**config.mk**
```make
export PLATFORM = sky130hd
export DESIGN_NAME = cell_str_rewrite
export DESIGN_NICKNAME = d
export VERILOG_FILES = /design/src/rtl/cell_rw_pkg.sv /design/src/rtl/cell_rw_counter.sv /design/src/rtl/cell_rw_fsm.sv /design/src/rtl/cell_rw_mux.sv /design/src/rtl/cell_str_rewrite.sv
export SDC_FILE = /design/constraint.sdc
export NUM_CORES = 1
export LEC_CHECK = 0
export CORE_MARGIN = 2
export CORE_UTILIZATION = 40
export DETAILED_ROUTE_END_ITERATION = 8
export GPL_TIMING_DRIVEN = 0
export PLACE_DENSITY_LB_ADDON = 0.15
export SYNTH_ARGS = -nofsm -noshare
export SYNTH_HDL_FRONTEND = slang
export SYNTH_SLANG_ARGS = --single-unit
```
**constraint.sdc**
```tcl
create_clock -name clk_i -period 3.15 [get_ports clk_i]
set_input_delay 0.4725 -clock clk_i [delete_from_list [all_inputs] [get_ports clk_i]]
set_output_delay 0.4725 -clock clk_i [all_outputs]
set_load 0.1 [all_outputs]
```
**src/rtl/cell_rw_pkg.sv**
```systemverilog
package cell_rw_pkg;
  localparam int unsigned DATA_W = 32;

  localparam logic [DATA_W-1:0] MATCH_WORD = 32'h4845_4C4C; // "HELL"
  localparam logic [7:0]        MATCH_BYTE = 8'h4F;         // "O"
  localparam logic [DATA_W-1:0] REP_WORD_A = 32'h4F57_4F52; // "OWOR"
  localparam logic [DATA_W-1:0] REP_WORD_B = 32'h4C44_2E00; // "LD.\0"

  typedef enum logic [2:0] {
    ST_IDLE,
    ST_PAD,
    ST_HELL,
    ST_OCHK,
    ST_TAIL,
    ST_PASS
  } st_e;

  typedef enum logic [1:0] {
    SEL_PASS,
    SEL_REP_A,
    SEL_REP_B,
    SEL_ZERO
  } sel_e;
endpackage

```
**src/rtl/cell_rw_counter.sv**
```systemverilog
module cell_rw_counter #(
  parameter int unsigned CELL_WORDS = 14,
  localparam int unsigned CNT_W = $clog2(CELL_WORDS)
) (
  input  logic             clk_i,
  input  logic             rst_ni,
  input  logic             load_i,
  input  logic             en_i,
  output logic [CNT_W-1:0] cnt_o,
  output logic             last_o
);
  localparam logic [CNT_W-1:0] LAST_IDX = CNT_W'(CELL_WORDS - 1);

  logic [CNT_W-1:0] cnt_q;

  // cnt_q holds the index of the word currently on data_i (when not strobed)
  assign last_o = en_i && !load_i && (cnt_q == LAST_IDX);
  assign cnt_o  = cnt_q;

  always_ff @(posedge clk_i or negedge rst_ni) begin
    if (!rst_ni)       cnt_q <= '0;
    else if (load_i)   cnt_q <= CNT_W'(1);
    else if (last_o)   cnt_q <= '0;
    else if (en_i)     cnt_q <= cnt_q + CNT_W'(1);
  end
endmodule

```
**src/rtl/cell_rw_fsm.sv**
```systemverilog
module cell_rw_fsm
  import cell_rw_pkg::*;
#(
  parameter int unsigned CH_LSB = 4,
  parameter int unsigned CH_W   = 16,
  parameter logic [CH_W-1:0] CH_ID = 16'h0005
) (
  input  logic              clk_i,
  input  logic              rst_ni,
  input  logic              soc_i,
  input  logic [DATA_W-1:0] data_i,
  input  logic              last_i,
  output st_e               st_o,
  output sel_e              sel_o
);
  st_e st_q, st_d;
  logic ch_hit, o_hit;

  assign ch_hit = (data_i[CH_LSB +: CH_W] == CH_ID);
  assign o_hit  = (data_i[DATA_W-1 -: 8] == MATCH_BYTE);

  always_comb begin
    st_d = st_q;
    if (soc_i) begin
      st_d = ch_hit ? ST_PAD : ST_PASS;
    end else if (last_i) begin
      st_d = ST_IDLE;
    end else begin
      unique case (st_q)
        ST_IDLE: st_d = ST_IDLE;
        ST_PAD:  st_d = ST_HELL;
        ST_HELL: st_d = (data_i == MATCH_WORD) ? ST_OCHK : ST_PASS;
        ST_OCHK: st_d = o_hit ? ST_TAIL : ST_PASS;
        ST_TAIL: st_d = ST_PASS;
        ST_PASS: st_d = ST_PASS;
        default: st_d = ST_IDLE;
      endcase
    end
  end

  // output source for the word on data_i now
  always_comb begin
    sel_o = SEL_PASS;
    if (!soc_i) begin
      unique case (st_q)
        ST_IDLE: sel_o = SEL_ZERO;
        ST_OCHK: sel_o = o_hit ? SEL_REP_A : SEL_PASS;
        ST_TAIL: sel_o = SEL_REP_B;
        default: sel_o = SEL_PASS;
      endcase
    end
  end

  always_ff @(posedge clk_i or negedge rst_ni) begin
    if (!rst_ni) st_q <= ST_IDLE;
    else         st_q <= st_d;
  end

  assign st_o = st_q;
endmodule

```
**src/rtl/cell_rw_mux.sv**
```systemverilog
module cell_rw_mux
  import cell_rw_pkg::*;
(
  input  sel_e              sel_i,
  input  logic [DATA_W-1:0] live_i,
  output logic [DATA_W-1:0] word_o
);
  always_comb begin
    unique case (sel_i)
      SEL_PASS:  word_o = live_i;
      SEL_REP_A: word_o = REP_WORD_A;
      SEL_REP_B: word_o = REP_WORD_B;
      default:   word_o = '0;
    endcase
  end
endmodule

```
**src/rtl/cell_str_rewrite.sv**
```systemverilog
module cell_str_rewrite
  import cell_rw_pkg::*;
#(
  parameter int unsigned CELL_WORDS = 14, // must be >= 5
  parameter int unsigned CH_LSB     = 4,
  parameter int unsigned CH_W       = 16,
  parameter logic [CH_W-1:0] CH_ID  = 16'h0005
) (
  input  logic        clk_i,
  input  logic        rst_ni,
  input  logic [31:0] data_i,
  input  logic        soc_i,
  input  logic        fc_i,
  output logic [31:0] data_o,
  output logic        soc_o,
  output logic        fc_o
);
  localparam int unsigned CNT_W = $clog2(CELL_WORDS);

  st_e              st_q;
  sel_e             sel;
  logic [CNT_W-1:0] cnt_q;
  logic             last;
  logic [31:0]      word_d;

  cell_rw_counter #(.CELL_WORDS(CELL_WORDS)) u_cnt (
    .clk_i  (clk_i),
    .rst_ni (rst_ni),
    .load_i (soc_i),
    .en_i   (st_q != ST_IDLE),
    .cnt_o  (cnt_q),
    .last_o (last)
  );

  cell_rw_fsm #(.CH_LSB(CH_LSB), .CH_W(CH_W), .CH_ID(CH_ID)) u_fsm (
    .clk_i  (clk_i),
    .rst_ni (rst_ni),
    .soc_i  (soc_i),
    .data_i (data_i),
    .last_i (last),
    .st_o   (st_q),
    .sel_o  (sel)
  );

  cell_rw_mux u_mux (
    .sel_i  (sel),
    .live_i (data_i),
    .word_o (word_d)
  );

  always_ff @(posedge clk_i or negedge rst_ni) begin
    if (!rst_ni) begin
      data_o <= '0;
      soc_o  <= 1'b0;
      fc_o   <= 1'b0;
    end else begin
      data_o <= word_d;
      soc_o  <= soc_i;
      fc_o   <= fc_i;
    end
  end
endmodule

```
Yosys cells after proc, flatten, opt, wreduce, memory -nomap -nowiden
Index checks and enable logic that the tools add are counted.
- output and inout port bits: 34
- bits in registers: 41
- bits of input ports: 36
- add/sub/neg operators: 1
- muxes and demuxes: 13
- eq/ne operators: 11
- reduce and logical (&&, ||, !) cells: 8
- operator list (kind ; number):
    32-bit case mux with 3 select lines ; 1
    32-bit by 31-bit == test with 1-bit output (second input constant) ; 1
    16-bit by 3-bit == test with 1-bit output (second input constant) ; 1
    3-bit 2-to-1 mux ; 4
    4-bit 2-to-1 mux ; 3
    3-bit case mux with 4 select lines ; 1
    8-bit by 7-bit == test with 1-bit output (second input constant) ; 1
    3-bit by 2-bit == test with 1-bit output (second input constant) ; 2
    3-bit == test (second input constant) ; 2
    2-bit case mux with 3 select lines ; 1
    3-bit nonzero test ; 2
    4-bit by 1-bit adder with 4-bit output (second input constant) ; 1
    4-bit == test (second input constant) ; 1
    3-bit by 1-bit == test with 1-bit output (second input constant) ; 1
    3-bit logical NOT ; 1
    2-bit by 1-bit == test with 1-bit output (second input constant) ; 1
    2-bit == test (second input constant) ; 1
    1-bit logical AND ; 2
    2-bit logical NOT ; 1
    1-bit 2-to-1 mux ; 2
    2-bit 2-to-1 mux ; 1
    2-bit OR reduction ; 1
    1-bit logical NOT ; 1

Depth between registers and ports, before layout
- depth in word-level cells: 6
- gate-level depth with buffers: 9
- mapped depth without buffers: 7

By module
Synthesis repeated with hierarchy kept, for this count alone.
- cell total of the unflattened synthesis: 147
- area total of the unflattened synthesis: 1707.9 um^2
- by module, submodules not included (module ; cells an instance ; times used ; area each (um^2) ; sequential area each (um^2)):
    cell_str_rewrite ; 35 ; 1 ; 857.1 ; 850.8
    cell_rw_mux ; 53 ; 1 ; 321.6 ; 0.0
    cell_rw_fsm ; 34 ; 1 ; 300.3 ; 75.1
    cell_rw_counter ; 25 ; 1 ; 229.0 ; 100.1

Worst setup path after synthesis
Ideal clock, no wire load.
- path kind: in2reg
- start point: in soc_i
- end point: reg data_o[10]
- setup slack: 1.304 ns
- cell stages on the path: 7
- required time: 3.022 ns
- arrival time: 1.718 ns
- cells stage by stage: clkbuf_1 -> nor4_1 -> a21oi_1 -> ha_1 -> clkbuf_1 -> a21oi_1 -> nor2_1
- cells in the longest elaborated chain, start to end: 3
- ends and longest elaborated chain (item ; line ; text):
    start, declared ; cell_str_rewrite.sv:12 ; input logic soc_i,
    2-bit 2-to-1 mux (*) ; cell_rw_fsm.sv:44 ; if (!soc_i) begin
    2-bit == test (tied with other cells) ; cell_rw_mux.sv:9 ; unique case (sel_i)
    32-bit case mux with 3 select lines (*) ; cell_rw_mux.sv:9 ;
    net u_mux.word_o[10] ; cell_rw_mux.sv:6 ; output logic [DATA_W-1:0] word_o
    end signal, assigned ; cell_str_rewrite.sv:57 ; data_o <= word_d;
    end, declared ; cell_str_rewrite.sv:14 ; output logic [31:0] data_o,
The timed path passes the listed nets; every way through them passes the cells marked *.
A chain may end at the register's enable or synchronous reset.

Final worst setup path
Same ends and word-level chain as after synthesis.

==> flow_summary.toml <==
[status]
status = "completed"

[sta]
hold_violations = 0
clock_skew_ps = 3.08
tightest_slew_ps = 991
drv_slew = 0
tns_ps = 0
relSlewSlack_pct = 33.7
finalCriticalPeriod_ps = 2400
setup_viol = 0
whs_ps = 295
maxClockFrequency_mhz = 416
grt_setup_unrepaired = "no"
post-route-period-util_pct = 76.2

[logic_synthesis]
synth.area.top_cells = "dfrtp_1, and2_1, nand2_1, a21oi_1, ha_1"
yosys-mux-area-fraction_pct = 0
synth-edff-count = 0
synth-seq-cells = 41
synthAdderAreaFrac_pct = 2.93
synth-simple-area-share_pct = 24.6
synth_top_cell_area_share_pct = 60.0
synth.distinct_cells = 35
syn_inst = 157
synth_ff_type = "dfrtp_1"
synthesis.area_um2 = 1710
synth_top_family_by_area = "simple AND/OR/NAND/NOR gates"
async_reset_ff_share_pct = 100
postSynthAreaPerCell_um2 = 10.9
yosys.area.top_type = "dfrtp_1"
yosys.area_share.xor_xnor_pct = 0
synth_compound_area_share_pct = 9.08
yosys_warnings = 0
synth_fp_nets = 197
ys_seq_area_share_pct = 60.0

[detailed_routing]
route.vias.total = 1482
first_pass_iters = 4
drt_iter0_drc = 34
route.detailed.wl_per_inst_um = 15.3
route.detailed.drc = 0
postRouteAntennaNets = 0
wl_um = 4350
routed_via_density = 5.22

[pwr]
peakVddDrop_v = 0.000399
power_density_nw_per_um2 = 661
p_leak_nw = 1.12

[clocking]
htree_levels = 2
cts_tree = "built"
cts-root-buf = "clkbuf_8"
clk-insertion-delay-late_ps = 290
cts_resized = 0
cts_buffer_depth = 2
post_cts_buffers = 0
cts_hold_buf = 0
clock-sinks = 41
clk_pin_slew_ps = 70
cts_buffers = 5

[floorplan]
die_w_um = 69.4
rows = 23
design.core.area_um2 = 4060
start_util_pct = 42.1
ioPinCount = 70
die_height_um = 69.4
dieArea_um2 = 4810

[place]
gp_congestion = 0.803
place_inst = 276
io_buffer_count = 69
hpwl_um = 3250

[worst_setup_path]
crit_type = "input pin to flip-flop"
cp_data_required_time_ps = 3320
critPathTopFamily = "buffers and inverters"
cp_slowest_stage_delay_ps = 460
path_cells = "clkdlybuf4s50_1, clkbuf_1, nor4_1, a21oi_1, ha_1, clkbuf_1, a21oi_1, nor2_1"
worst_setup_path_end_kind = "flip-flop"
critPathSlowestCell = "nor4_1"
cp_max_fo = 10
crit_arrival_ps = 2570
crit_path_start_kind = "input pin"
critPathBufInv = 3

[cells_and_area]
instances_no_fill = 284
drive_above_1_share_pct = 7.26
nets = 273
regArea_um2 = 1030
antenna_cells = 0
syn_to_final_growth_pct = 50.6
num-fill-cells = 325
multi_input_area_um2 = 626

[grt]
grt_usage_pct = 19.3
grt_pass1_vias = 1540
grt_max_degree = 42
antenna_found_initial = 0
grt_pass1_wl_um = 7430
grt-ovfl-total = 0

[min_path]
hold_class = "input pin to asynchronous set/reset pin"

[run]
drv_cap = 0
## logic make-up (layout without fill, tap and decap cells)
logic type,after synthesis,after routing
AOI/OAI and AO/OA,24,24
adders and majority gates,4,4
buffers and inverters,11,88
DFF,41,41
and+or+nand+nor,77,77
## cells in the mapped netlist (2+ instances only)
library cell,n
nor2_1,12
nor3_1,3
buf_6,2
o21ai_0,3
nor4b_1,4
nor2b_1,3
nor4_1,5
nand2_1,21
ha_1,4
nand2b_1,2
a21oi_1,11
and2_1,13
inv_1,3
dfrtp_1,41
nand3_1,6
clkbuf_1,5
## metrics by stage
stage                     utilization, %  cell area, um^2  worst slack, ps  total power, W
after floorplan                        -             1710             1300         0.00109
after global placement              60.7             2460              515         0.00127
after detailed placement            60.6             2460              467         0.00128
after CTS                           63.4             2570              773         0.00172
after global routing                63.4             2570              551         0.00177
final                               63.4             2570              749         0.00170
## registers in the layout, summed over array words and instances (netlist names)
name         cells
data_o          32
u_cnt.cnt_o      4
soc_o            1
u_fsm.st_o       3
fc_o             1
## report_power, final
| group | switching [W] | internal, W |
|---|---|---|
| combinational | 0.000475 | 0.000176 |
| clock | 0.000174 | 0.000258 |
| sequential | 0.0000299 | 0.000589 |
| total | 0.000679 | 0.00102 |
## cells in the final DEF, fill, tap and decap left out, types with 2 or more instances in the layout
cell / instances
clkdlybuf4s50_1: 68
dfrtp_1: 41
nand2_1: 21
and2_1: 13
nor2_1: 12
a21oi_1: 11
clkbuf_1: 6
nand3_1: 6
clkbuf_8: 6
nor4_1: 5
nor4b_1: 4
ha_1: 4
inv_1: 3
nor3_1: 3
nor2b_1: 3
o21ai_0: 3
buf_6: 2
nand2b_1: 2
## final timing paths
check                               startpoint        endpoint  slack, ps  depth (start not counted)
min in group clk_i              u_cnt.cnt_o[2]  u_cnt.cnt_o[2]        550                          1
worst min register to register  u_cnt.cnt_o[2]  u_cnt.cnt_o[2]        550                          1
worst max-delay path                     soc_i      data_o[10]        750                          8
worst max register to register   u_fsm.st_o[0]      data_o[10]       1010                          8
worst min-delay path                    rst_ni       data_o[5]        300                          1
max in group asynchronous               rst_ni      data_o[22]       2310                          1
## per-layer routing
layer  global-route usage, %  up-vias  wire length, um
li1                        -      694                -
met1                    25.0      720             1850
met2                    31.6       60             2110
met3                    5.96        8              321
met4                    5.23        0               66
met5                       0        -                0
## worst register-to-register path: cells and delay by family, from the launching register on
kind | cells | cell delay [ps]
DFF | 1 | 320
adders and majority gates | 1 | 290
and+or+nand+nor | 3 | 570
buffers and inverters | 2 | 440
AOI/OAI and AO/OA | 2 | 390
## layout make-up
class / instances / share of cell area [%]
buffer: 8 / 1.80
clock buffer: 7 / 3.35
clock inverter: 1 / 1.17
inverter: 3 / 0.438
multi-input combinational: 105 / 24.3
sequential: 41 / 39.9
tap: 50 / 2.43
timing repair buffer: 69 / 26.6
(Power assumes the default switching activity.)
